**src/rtl/pkd_dec_pkg.sv**
```systemverilog
package pkd_dec_pkg;
  localparam int BYTE_W    = 8;
  localparam int NUM_RF    = 4;
  localparam int IMM_BYTES = 8;
  localparam int POS_W     = 4;
  localparam int LEN_W     = 4;

  typedef enum logic [2:0] {
    FMT_N, FMT_RR, FMT_RRR, FMT_RRRR, FMT_RI, FMT_RRI, FMT_I, FMT_BAD
  } fmt_e;

  typedef enum logic [1:0] {
    S_OP, S_ARG, S_OUT, S_HALT
  } dec_st_e;
endpackage

```
**src/rtl/pkd_fmt_lut.sv**
```systemverilog
module pkd_fmt_lut
  import pkd_dec_pkg::*;
(
  input  logic [BYTE_W-1:0] opcode,
  output logic [POS_W-1:0]  n_regs,
  output logic [POS_W-1:0]  n_imm,
  output logic              legal
);
  fmt_e fmt;

  always_comb begin
    if (opcode == 8'd0 || opcode == 8'd45)
      fmt = FMT_N;
    else if (opcode inside {[8'd1:8'd11], 8'd46, 8'd47})
      fmt = FMT_RRR;
    else if (opcode == 8'd12 || opcode == 8'd48)
      fmt = FMT_RRRR;
    else if (opcode inside {8'd13, 8'd14, 8'd28})
      fmt = FMT_RR;
    else if (opcode inside {[8'd18:8'd27], [8'd30:8'd37], [8'd39:8'd44], 8'd49, 8'd50})
      fmt = FMT_RRI;
    else if (opcode == 8'd29 || opcode == 8'd38)
      fmt = FMT_RI;
    else
      fmt = FMT_BAD;
  end

  always_comb begin
    legal  = 1'b1;
    n_regs = '0;
    n_imm  = '0;
    case (fmt)
      FMT_N:    ;
      FMT_RR:   n_regs = POS_W'(2);
      FMT_RRR:  n_regs = POS_W'(3);
      FMT_RRRR: n_regs = POS_W'(4);
      FMT_RI:   begin n_regs = POS_W'(1); n_imm = POS_W'(IMM_BYTES); end
      FMT_RRI:  begin n_regs = POS_W'(2); n_imm = POS_W'(IMM_BYTES); end
      FMT_I:    n_imm = POS_W'(IMM_BYTES);
      default:  legal = 1'b0;
    endcase
  end
endmodule

```
**src/rtl/pkd_operand_asm.sv**
```systemverilog
module pkd_operand_asm
  import pkd_dec_pkg::*;
#(
  parameter int SLOTS   = NUM_RF,
  parameter int IMM_B   = IMM_BYTES,
  parameter int REG_MAX = 59
) (
  input  logic                    clk,
  input  logic                    rst,
  input  logic                    clear,
  input  logic                    load,
  input  logic [POS_W-1:0]        pos,
  input  logic [POS_W-1:0]        n_regs,
  input  logic [BYTE_W-1:0]       data,
  output logic [SLOTS*BYTE_W-1:0] regs,
  output logic [IMM_B*BYTE_W-1:0] imm,
  output logic                    bad_reg
);
  logic             is_reg;
  logic [POS_W-1:0] imm_idx;

  assign is_reg  = pos < n_regs;
  assign imm_idx = pos - n_regs;

  // one byte-wide register per register slot
  for (genvar g = 0; g < SLOTS; g++) begin : g_slot
    logic [BYTE_W-1:0] slot_q;
    always_ff @(posedge clk) begin
      if (rst || clear)
        slot_q <= '0;
      else if (load && is_reg && pos == POS_W'(g))
        slot_q <= data;
    end
    assign regs[g*BYTE_W +: BYTE_W] = slot_q;
  end

  // immediate bytes, least significant first
  for (genvar b = 0; b < IMM_B; b++) begin : g_imm
    logic [BYTE_W-1:0] byte_q;
    always_ff @(posedge clk) begin
      if (rst || clear)
        byte_q <= '0;
      else if (load && !is_reg && imm_idx == POS_W'(b))
        byte_q <= data;
    end
    assign imm[b*BYTE_W +: BYTE_W] = byte_q;
  end

  always_ff @(posedge clk) begin
    if (rst || clear)
      bad_reg <= 1'b0;
    else if (load && is_reg && data > BYTE_W'(REG_MAX))
      bad_reg <= 1'b1;
  end
endmodule

```
**src/rtl/pkd_insn_decoder.sv**
```systemverilog
module pkd_insn_decoder
  import pkd_dec_pkg::*;
#(
  parameter int REG_MAX = 59
) (
  input  logic                       clk,
  input  logic                       rst,
  input  logic                       in_valid,
  output logic                       in_ready,
  input  logic [BYTE_W-1:0]          in_byte,
  output logic                       out_valid,
  input  logic                       out_ready,
  output logic [BYTE_W-1:0]          out_opcode,
  output logic [NUM_RF*BYTE_W-1:0]   out_regs,
  output logic [IMM_BYTES*BYTE_W-1:0] out_imm,
  output logic [LEN_W-1:0]           out_len,
  output logic                       out_trap
);
  dec_st_e           st_q;
  logic [BYTE_W-1:0] opc_q;
  logic [POS_W-1:0]  nreg_q, narg_q, pos_q;
  logic              bad_op_q;

  logic [POS_W-1:0]  lut_nregs, lut_nimm, lut_nargs;
  logic              lut_ok, take, bad_reg;

  pkd_fmt_lut u_lut (
    .opcode (in_byte),
    .n_regs (lut_nregs),
    .n_imm  (lut_nimm),
    .legal  (lut_ok)
  );

  assign lut_nargs = lut_nregs + lut_nimm;
  assign in_ready  = (st_q == S_OP) || (st_q == S_ARG);
  assign take      = in_valid && in_ready;

  pkd_operand_asm #(
    .SLOTS   (NUM_RF),
    .IMM_B   (IMM_BYTES),
    .REG_MAX (REG_MAX)
  ) u_asm (
    .clk     (clk),
    .rst     (rst),
    .clear   (take && st_q == S_OP),
    .load    (take && st_q == S_ARG),
    .pos     (pos_q),
    .n_regs  (nreg_q),
    .data    (in_byte),
    .regs    (out_regs),
    .imm     (out_imm),
    .bad_reg (bad_reg)
  );

  always_ff @(posedge clk) begin
    if (rst) begin
      st_q     <= S_OP;
      opc_q    <= '0;
      nreg_q   <= '0;
      narg_q   <= '0;
      pos_q    <= '0;
      bad_op_q <= 1'b0;
    end else begin
      case (st_q)
        S_OP: if (take) begin
          opc_q    <= in_byte;
          nreg_q   <= lut_nregs;
          narg_q   <= lut_nargs;
          pos_q    <= '0;
          bad_op_q <= !lut_ok;
          st_q     <= (!lut_ok || lut_nargs == '0) ? S_OUT : S_ARG;
        end
        S_ARG: if (take) begin
          pos_q <= pos_q + 1'b1;
          if (pos_q == narg_q - 1'b1)
            st_q <= S_OUT;
        end
        S_OUT: if (out_ready)
          st_q <= out_trap ? S_HALT : S_OP;
        default: st_q <= S_HALT;
      endcase
    end
  end

  assign out_valid  = (st_q == S_OUT);
  assign out_opcode = opc_q;
  assign out_trap   = bad_op_q || bad_reg;
  assign out_len    = LEN_W'(narg_q) + 1'b1;
endmodule

```
**config.mk**
```make
export PLATFORM = sky130hd
export DESIGN_NAME = pkd_insn_decoder
export DESIGN_NICKNAME = d
export VERILOG_FILES = /design/src/rtl/pkd_dec_pkg.sv /design/src/rtl/pkd_fmt_lut.sv /design/src/rtl/pkd_operand_asm.sv /design/src/rtl/pkd_insn_decoder.sv
export SDC_FILE = /design/constraint.sdc
export NUM_CORES = 1
export LEC_CHECK = 0
export ABC_AREA = 1
export BUFFER_PORTS_ARGS = -buffer_cell sky130_fd_sc_hd__buf_2
export CAP_MARGIN = 20
export CORE_AREA = 2 2 121 123
export DETAILED_ROUTE_END_ITERATION = 10
export DIE_AREA = 0 0 123 125
export PLACE_DENSITY_LB_ADDON = 0.2
export SLEW_MARGIN = 20
export SYNTH_ARGS = -nofsm -noshare
export SYNTH_HDL_FRONTEND = slang
export SYNTH_HIERARCHICAL = 1
export SYNTH_SLANG_ARGS = --single-unit
```
**constraint.sdc**
```tcl
create_clock -name clk -period 2.7 [get_ports clk]
set_input_delay 0.135 -clock clk [delete_from_list [all_inputs] [get_ports clk]]
set_output_delay 0.135 -clock clk [all_outputs]
set_load 0.01 [all_outputs]
```
# After elaboration in Yosys (flattened, before gate mapping)

Index checks and enable logic that the tools add are counted.

Register bits: 120
Output and inout port bits: 111
Input port bits: 12
Logic and storage cells: 135

Eq/ne operators: 35
Add/subtract/negate cells: 5
Magnitude comparators: 10
Muxes and demuxes: 19
Reduce and logical (&&, ||, !) cells: 47

Operators with widths:

| operator              | count |
|---|---|
| $eq A8 B6 Y1 const B  | 7 |
| $eq A8 B4 Y1 const B  | 3 |
| $logic_and A1 B1 Y1   | 22 |
| $eq A4 B2 Y1 const B  | 4 |
| $eq A4 B3 Y1 const B  | 4 |
| $eq A8 B5 Y1 const B  | 2 |
| $ge A8 B5 Y1 const B  | 2 |
| $le A8 B6 Y1 const B  | 2 |
| $mux W3               | 5 |
| $mux W2               | 7 |
| $logic_not A4 Y1      | 3 |
| $mux W4               | 3 |
| $pmux W3 S4           | 1 |
| $eq A3 B3 Y1 const B  | 3 |
| $add A4 B1 Y4 const B | 2 |
| $eq A4 B1 Y1 const B  | 2 |
| $ge A8 B1 Y1 const B  | 1 |
| $ge A8 B6 Y1 const B  | 1 |
| $gt A8 B6 Y1 const B  | 1 |
| $le A8 B4 Y1 const B  | 1 |
| $le A8 B5 Y1 const B  | 1 |
| $logic_not A8 Y1      | 1 |
| $pmux W4 S2           | 1 |
| $logic_or A1 B1 Y1    | 7 |
| 25 further kinds      | 30 |

# Longest topological paths before layout

Gate-level depths: netlist of run 1.

Word-level depth: 17
Gate-level depth with buffers: 20
Mapped depth without buffers: 20

# Hierarchy

The synthesis of run 1 kept the hierarchy.

By module, submodules not included:

| module           | area an instance (um2) | cells each | seq. area each (um2) | times used |
|---|---|---|---|---|
| pkd_operand_asm  | 4139.0                 | 553        | 1941.9               | 1 |
| pkd_insn_decoder | 1260.0                 | 174        | 460.4                | 1 |
| pkd_fmt_lut      | 386.6                  | 79         | 0.0                  | 1 |

# Least setup slack after synthesis of run 1

No wires, ideal clock.

Path kind: reg2reg
From: reg pos_q[0]
To: reg u_asm.g_imm[0].byte_q[4]
Library setup time: 113 ps
Required time: 2587 ps
Setup slack: 546 ps
Arrival time: 2042 ps
Cell stages (with the launch flop): 12
Cells stage by stage: dfxtp_1 inv_1 ha_1 inv_1 fa_1 inv_1 nand2_1 nor2_4 buf_2 nand4_1 nand2_1 nor2_1

Word-level cells in the longest chain between the ends: 4

RTL lines:

| what                                                  | line                   | text |
|---|---|---|
| start, declared                                       | pkd_insn_decoder.sv:21 | `logic [POS_W-1:0] nreg_q, narg_q, pos_q;` |
| start signal, assigned                                | pkd_insn_decoder.sv:74 | `pos_q <= pos_q + 1'b1;` |
| branches (longest 3 deep; another with $sub A4 B4 Y4) | -                      |  |
| $logic_and A1 B1 Y1 *                                 | pkd_operand_asm.sv:43  | `else if (load && !is_reg && imm_idx == POS_W'(b))` |
| end signal, assigned                                  | pkd_operand_asm.sv:44  | `byte_q <= data;` |
| end, declared                                         | pkd_operand_asm.sv:39  | `logic [BYTE_W-1:0] byte_q;` |

Every way passes the cells marked *.
A chain may end at the register's enable or synchronous reset.

# Worst setup path after layout of run 1

From: reg pos_q[0]
To: reg u_asm.g_imm[4].byte_q[2]

Word-level cells in the longest chain between the ends: 4

RTL lines:

| what                                                  | line |
|---|---|
| branches (longest 3 deep; another with $sub A4 B4 Y4) | - |
| $logic_and A1 B1 Y1 *                                 | pkd_operand_asm.sv:43 |
| end signal, assigned                                  | pkd_operand_asm.sv:44 |
| end, declared                                         | pkd_operand_asm.sv:39 |

Marks and branches as above.

==> results of run 1 <==
## per-layer routing
| layer | routed length [µm] | vias to the layer above | share of wire [%] | GRT usage [%] |
|---|---|---|---|---|
| li1 | - | 2870 | - | - |
| met1 | 7220 | 2528 | 46 | 28.39 |
| met2 | 7410 | 164 | 47 | 33.90 |
| met3 | 866 | 17 | 5.5 | 5.246 |
| met4 | 209 | 0 | 1.3 | 7.019 |
| met5 | 0 | - | 0 | 0 |
## worst paths after layout
| kind | from | to | slack (ps) |
|---|---|---|---|
| setup / recovery | pos_q[0] | u_asm/g_imm[4].byte_q[2] | 320 |
| hold / removal | in_byte[7] | u_asm/g_slot[3].slot_q[7] | 100 |
| setup reg to reg | pos_q[0] | u_asm/g_imm[4].byte_q[2] | 320 |
| hold reg to reg | u_asm/g_slot[0].slot_q[1] | u_asm/g_slot[0].slot_q[1] | 460 |
## cell usage in the layout (no fill, tap or decap), types with 4 or more instances in the layout
master / synthesis / routed
nor3_4: 4 / 4
nand3_1: 63 / 63
nor2_2: 9 / 8
buf_2: 14 / 122
inv_1: 56 / 56
inv_2: 12 / 12
buf_4: 5 / 15
dfxtp_1: 120 / 120
o21ai_0: 16 / 16
nor2_1: 147 / 146
a21oi_1: 41 / 41
nand4_1: 66 / 66
clkbuf_16: 0 / 17
nand2_1: 172 / 171
clkbuf_1: 17 / 4
nand2_2: 8 / 9
bufinv_16: 0 / 4
nor2_4: 16 / 18
ha_1: 10 / 10
conb_1: 1 / 4
## power by group through the flow
stage               Sequential, mW  Clock (mW)  Combinational, mW
floorplan                     1.91           0              0.583
finish                        1.87        2.38              0.793
global route                  1.87        2.51              0.898
CTS                           1.87        2.43              0.793
global placement              1.90           0              0.790
detailed placement            1.90           0              0.788
## logic make-up after synthesis
family                   after synthesis  synth area share, %
adder cells (fa/ha/maj)               12                2.855
other                                  1              0.06482
buffers and inverters                109                8.131
AO/OA/AOI/OAI                         66                6.250
flip-flops                           120                41.52
AND/OR/NAND/NOR                      495                40.59
XOR/XNOR                               3               0.5840
## area by class of cell
class | count | area, µm²
Multi-Input combinational cell | 580 | 2939
Timing Repair Buffer | 138 | 733.2
Sequential cell | 120 | 2402
Clock inverter | 8 | 142.6
Inverter | 70 | 262.8
Clock buffer | 24 | 481.7
Fill cell | 1475 | 7012
Tap cell | 184 | 230.2
## what timing repair did
action                     4_1_cts  5_1_grt
gates resized for setup          0        1
setup endpoints to repair        0        1
hold buffers                     1        0
buffers inserted                 0        0
hold endpoints to repair         1        0
## worst register-to-register path, cell delays in order, from the launching register on
cell	delay, ps
dfxtp_1	310
inv_1	160
ha_1	180
inv_1	60
fa_1	410
xor2_2	190
buf_4	350
nand2_2	220
nor2_4	270
nor2_1	70
nor2_1	100
## metrics by stage
| step | total power, mW | utilization [%] | worst slack [ps] | area, µm² |
|---|---|---|---|---|
| 3_5_place_dp | 2.691 | 46.13 | 247.3 | 6553 |
| 2_1_floorplan | 2.491 | - | 545.6 | 5797 |
| 6_report | 5.040 | 50.63 | 316.0 | 7192 |
| 5_1_grt | 5.284 | 50.63 | 89.58 | 7192 |
| 4_1_cts | 5.084 | 50.60 | 275.1 | 7187 |
| 3_3_place_gp | 2.693 | 46.13 | 255.5 | 6553 |
==> impl_metrics.tcl, run 1 <==
set metrics [dict create \
    setup.worst_path.end_class "register" \
    synth.cell_area_um2 5786 \
    p_leak_nw 3.102 \
    report.final.setup_viol 0 \
    ys.warnings.count 6 \
    power-per-cell-area_nw_per_um2 700.7 \
    grtUsageTotal_pct 21.36 \
    seq_power_share_pct 37.0 \
    max_slew.worst_pin.slew_ps 634.6 \
    areaGrowthSynthToFinish_pct 24.31 \
    rsz0062_at_grt "false" \
    netlist_top_cells_area "dfxtp_1, nand2_1, nor2_1" \
    finalWeightedCongestion 0.8306 \
    portBuffers 122 \
    worstSetupStartpointType "register" \
    worst_setup_hold_path_clk_slew_ps 50 \
    dpl.hpwl_mm 10.72 \
    power_switching_mw 1.373 \
    postSynthRegisterBits 120 \
    critPathRequiredTime_ps 3040 \
    final.hold.worst_slack_ps 103.5 \
    clkLatencyLatePin_ps 410 \
    globalRouteOverflowTotal 0 \
    finalClockSkew_ps 8.389 \
    fmax_ghz 0.4195 \
    totalNegativeSetupSlack_ps 0 \
    synth_largest_area_cell "dfxtp_1" \
    combPwrFrac_pct 15.7 \
    delay_of_the_slowest_cell_on_the_worst_path_ps 410 \
    internal_power_mw 3.667 \
    crit_family "simple AND/OR/NAND/NOR gates" \
    critPathMaxFanout 33 \
    rows 44 \
    synth_top_cell_area_share_pct 41.52 \
    layout-drive-gt1-share_pct 23.62 \
    drt_first_iter_violations 421 \
    post_drt_wl_per_cell_um 13.97 \
    run_status "complete, no violations" \
    ys_types 36 \
    maxCapViolCount 0 \
    fp.dieH_um 125 \
    postSynthCellCount 806 \
    setup.worst_path.class "register to register" \
    timing.critical_path.buf_inv 3 \
    largest_reg_flops 64 \
    synth_most_common_cell "nand2_1" \
    post_synth_top_cells "nand2_1, nor2_1, dfxtp_1, nand4_1, nand3_1" \
    floorplan.core_area_um2 14200 \
    num_vias 5579 \
    cts_buffers 17 \
    cts_max_level 4 \
    area_of_the_die_um2 15380 \
    worstHoldPathType "primary input to register" \
    num_antenna_cells 0 \
    place.detailed.instances 1091 \
    hold_crit_depth 3 \
    synth_sequential_area_ratio_pct 41.52 \
    finish.net_count 951 \
    largest_register_by_flop_count "u_asm/g_imm.byte_q" \
    master_cell_of_the_clock_root_buffer "clkbuf_16" \
    power.share.switching_pct 27.24 \
    clock_power_share_pct 47.2 \
    timing_hold_violations_final 0 \
    worst-endpoint-arrival_ps 2730 \
    route.antenna.remaining_nets 0 \
    max-vdd-ir-drop_uv 458.9 \
    ys_async_sr_fraction_pct 0 \
    slew_viol_final 0 \
    global_route_wire_length_before_repair_mm 26.04 \
    slowest_stage "fa_1" \
    path_cells "inv_1 -> ha_1 -> inv_1 -> fa_1 -> xor2_2 -> buf_4 -> nand2_2 -> nor2_4 -> nor2_1 -> nor2_1" \
    synth.avg_cell_area_um2 7.178 \
    timing.final.crit_share_pct 88.30 \
    clk_path_buf_depth 2 \
    final_routed_wirelength_across_all_metal_layers_mm 15.71 \
    total_drc_errors_in_the_routed_layout 0 \
    cts_sinks 120 \
    layout.cells.non_filler 1124 \
    maxSlewHeadroom_pct 57.70 \
    initial_antenna_violation_count 0 \
    top_level_ports 123 \
    cts_tree "done" \
    firstDrtPassIters 5 \
    top_reg_cell_synth "dfxtp_1" \
    floorplan.die.width_um 123 \
    initial_utilization_pct 40.73 \
    largest_net_degree_at_the_start_of_global_routing 65 \
    worst-path-stages 10 \
    worst-r2r-cell-count 10 \
    final_critical_delay_including_setup_and_external_delays_ps 2384 \
    route.detailed.vias_per_inst 4.964 \
    synth-edff-count 0 \
    grt_pass1_vias 5105 \
]
(Power assumes the default switching activity.)
==> run 2, diff against run 1 <==
RECOVER_POWER = 100   (was unset)
==> run 2 against run 1 <==
  * Flip-flop and latch count stayed put
  * Count of clock-buffer cells in the layout unchanged
  * Clock power barely moved
  * Global-route usage stayed put
  * Clock skew hardly changed
  * Critical path depth is the same
  * Die area did not move
  * Sequential share of layout area increased by 0.90 points
  * Combinational power fell by 4.0%
  * Largest cell class unchanged
  * Largest power group unchanged
==> impl_metrics.tcl, run 2 (synthesis gave the netlist of run 1 again) <==
set metrics [dict create \
    run_status "complete, no violations" \
    total_drc_errors_in_the_routed_layout 0 \
    finalClockSkew_ps 8.694 \
    cts_sinks 120 \
    worstSetupStartpointType "register" \
    layout-drive-gt1-share_pct 11.28 \
    max-vdd-ir-drop_uv 457.4 \
    initial_antenna_violation_count 0 \
    timing.final.crit_share_pct 90.18 \
    global_route_wire_length_before_repair_mm 26.04 \
    grtUsageTotal_pct 21.36 \
    totalNegativeSetupSlack_ps 0 \
    power-per-cell-area_nw_per_um2 715.5 \
    final_util_pct 49.31 \
    area_of_the_die_um2 15380 \
    drt_first_iter_violations 426 \
    critPathRequiredTime_ps 3030 \
    slew_viol_final 0 \
    setup.worst_path.end_class "register" \
    clk_path_buf_depth 2 \
    grt.met3_usage_pct 5.246 \
    layout_common_cells "nand2_1, nor2_1, dfxtp_1" \
    finalWeightedCongestion 0.8306 \
    rows 44 \
    portBuffers 122 \
    floorplan.core_area_um2 14200 \
    grt_pass1_vias 5105 \
    p_leak_nw 2.617 \
    clkLatencyLatePin_ps 410 \
    cts_max_level 4 \
    cts_tree "done" \
    initial_utilization_pct 40.73 \
    critPathMaxFanout 17 \
    largest_register_by_flop_count "u_asm/g_imm.byte_q" \
    top_level_ports 123 \
    gr-usage-met2_pct 33.90 \
    firstDrtPassIters 5 \
    master_cell_of_the_clock_root_buffer "clkbuf_16" \
    post_drt_wl_per_cell_um 14.14 \
    route.antenna.remaining_nets 0 \
    maxSlewHeadroom_pct 25.29 \
    globalRouteOverflowTotal 0 \
    final_critical_delay_including_setup_and_external_delays_ps 2435 \
    largest_net_degree_at_the_start_of_global_routing 65 \
    floorplan.die.width_um 123 \
    num_vias 5571 \
    report.final.setup_viol 0 \
    areaGrowthSynthToFinish_pct 21.06 \
    fp.dieH_um 125 \
    largest_reg_flops 64 \
    setup.worst_path.class "register to register" \
    maxCapViolCount 0 \
    finish.net_count 951 \
    num_antenna_cells 0 \
    worst-endpoint-arrival_ps 2770 \
    timing_hold_violations_final 0 \
    worst_setup_hold_path_clk_slew_ps 50 \
    final_routed_wirelength_across_all_metal_layers_mm 15.90 \
    cts_buffers 17 \
    rsz0062_at_grt "false" \
    worstHoldPathType "primary input to register" \
    mostFrequentLayoutCell "nand2_1" \
    global_route.usage.met1_pct 28.39 \
    max_slew.worst_pin.slew_ps 1113 \
    dpl.hpwl_mm 10.72 \
    fmax_ghz 0.4107 \
    top_usage_layer "met2" \
    route.detailed.vias_per_inst 4.956 \
]
run 2: changes by cell type in the layout (fill, tap and decap cells not counted), moves of 2 or more:
cell / previous run / this run
buf_2: 122 / 11
clkbuf_1: 4 / 115
nand2_1: 171 / 173
nor2_2: 8 / 12
nor2_4: 18 / 13
run 2: timing repair:
action                     in CTS  in global routing
hold endpoints to repair        1                  0
setup endpoints to repair       0                  1
hold buffers                    1                  0
resized for setup               0                  1
buffers inserted                0                  0
run 2: final timing paths:
| kind | from | endpoint | slack [ps] | cells past startpoint |
|---|---|---|---|---|
| hold reg to reg | u_asm/g_slot[1].slot_q[6] | u_asm/g_slot[1].slot_q[6] | 460 | 2 |
| setup / recovery | pos_q[0] | u_asm/g_imm[3].byte_q[2] | 270 | 10 |
| setup reg to reg | pos_q[0] | u_asm/g_imm[3].byte_q[2] | 270 | 10 |
| hold / removal | in_byte[7] | u_asm/g_slot[2].slot_q[7] | 100 | 3 |
run 2: cell type report:
cell class                 count  area (µm²)
clock inverter                 8       142.6
inverter                      70       262.8
multi-input combinational    580        2890
tap                          184       230.2
clock buffer                  24       481.7
timing repair buffer         138       594.3
sequential                   120        2402
fill                        1540        7199
run 2: metal layers:
layer,part of all wire [%],wire [µm],up-vias
met1,46,7372,2543
met2,47,7438,139
met5,0,0,-
met4,1.6,260,0
met3,5.2,827,19
li1,-,-,2870
run 2: power breakdown:
| part | internal, mW | total [mW] | switching, mW |
|---|---|---|---|
| logic | 0.212 | 0.761 | 0.549 |
| registers | 1.82 | 1.86 | 0.0409 |
| clock network | 1.61 | 2.39 | 0.773 |
run 2: metrics by stage:
step                      power (mW)  cell area (µm²)  hold WS [ps]  setup WS [ps]  std cells
after global routing           5.250             7004         95.31          49.89       1124
final                          5.012             7004         104.0          265.1       1124
after detailed placement       2.691             6553         432.1          247.3       1091
after CTS                      5.084             7187         92.98          275.1       1124
after global placement         2.693             6553         433.5          255.5       1091
after floorplan                2.491             5797         204.1          545.6        809
run 2: worst max-delay path: stages (launching register included):
cell and delay (ps):
dfxtp_1 310, inv_1 160, ha_1 180, inv_1 60, fa_1 410, xor2_2 180, inv_2 230, nand2_1 220
nor2_2 410, nor2_1 70, nor2_1 130
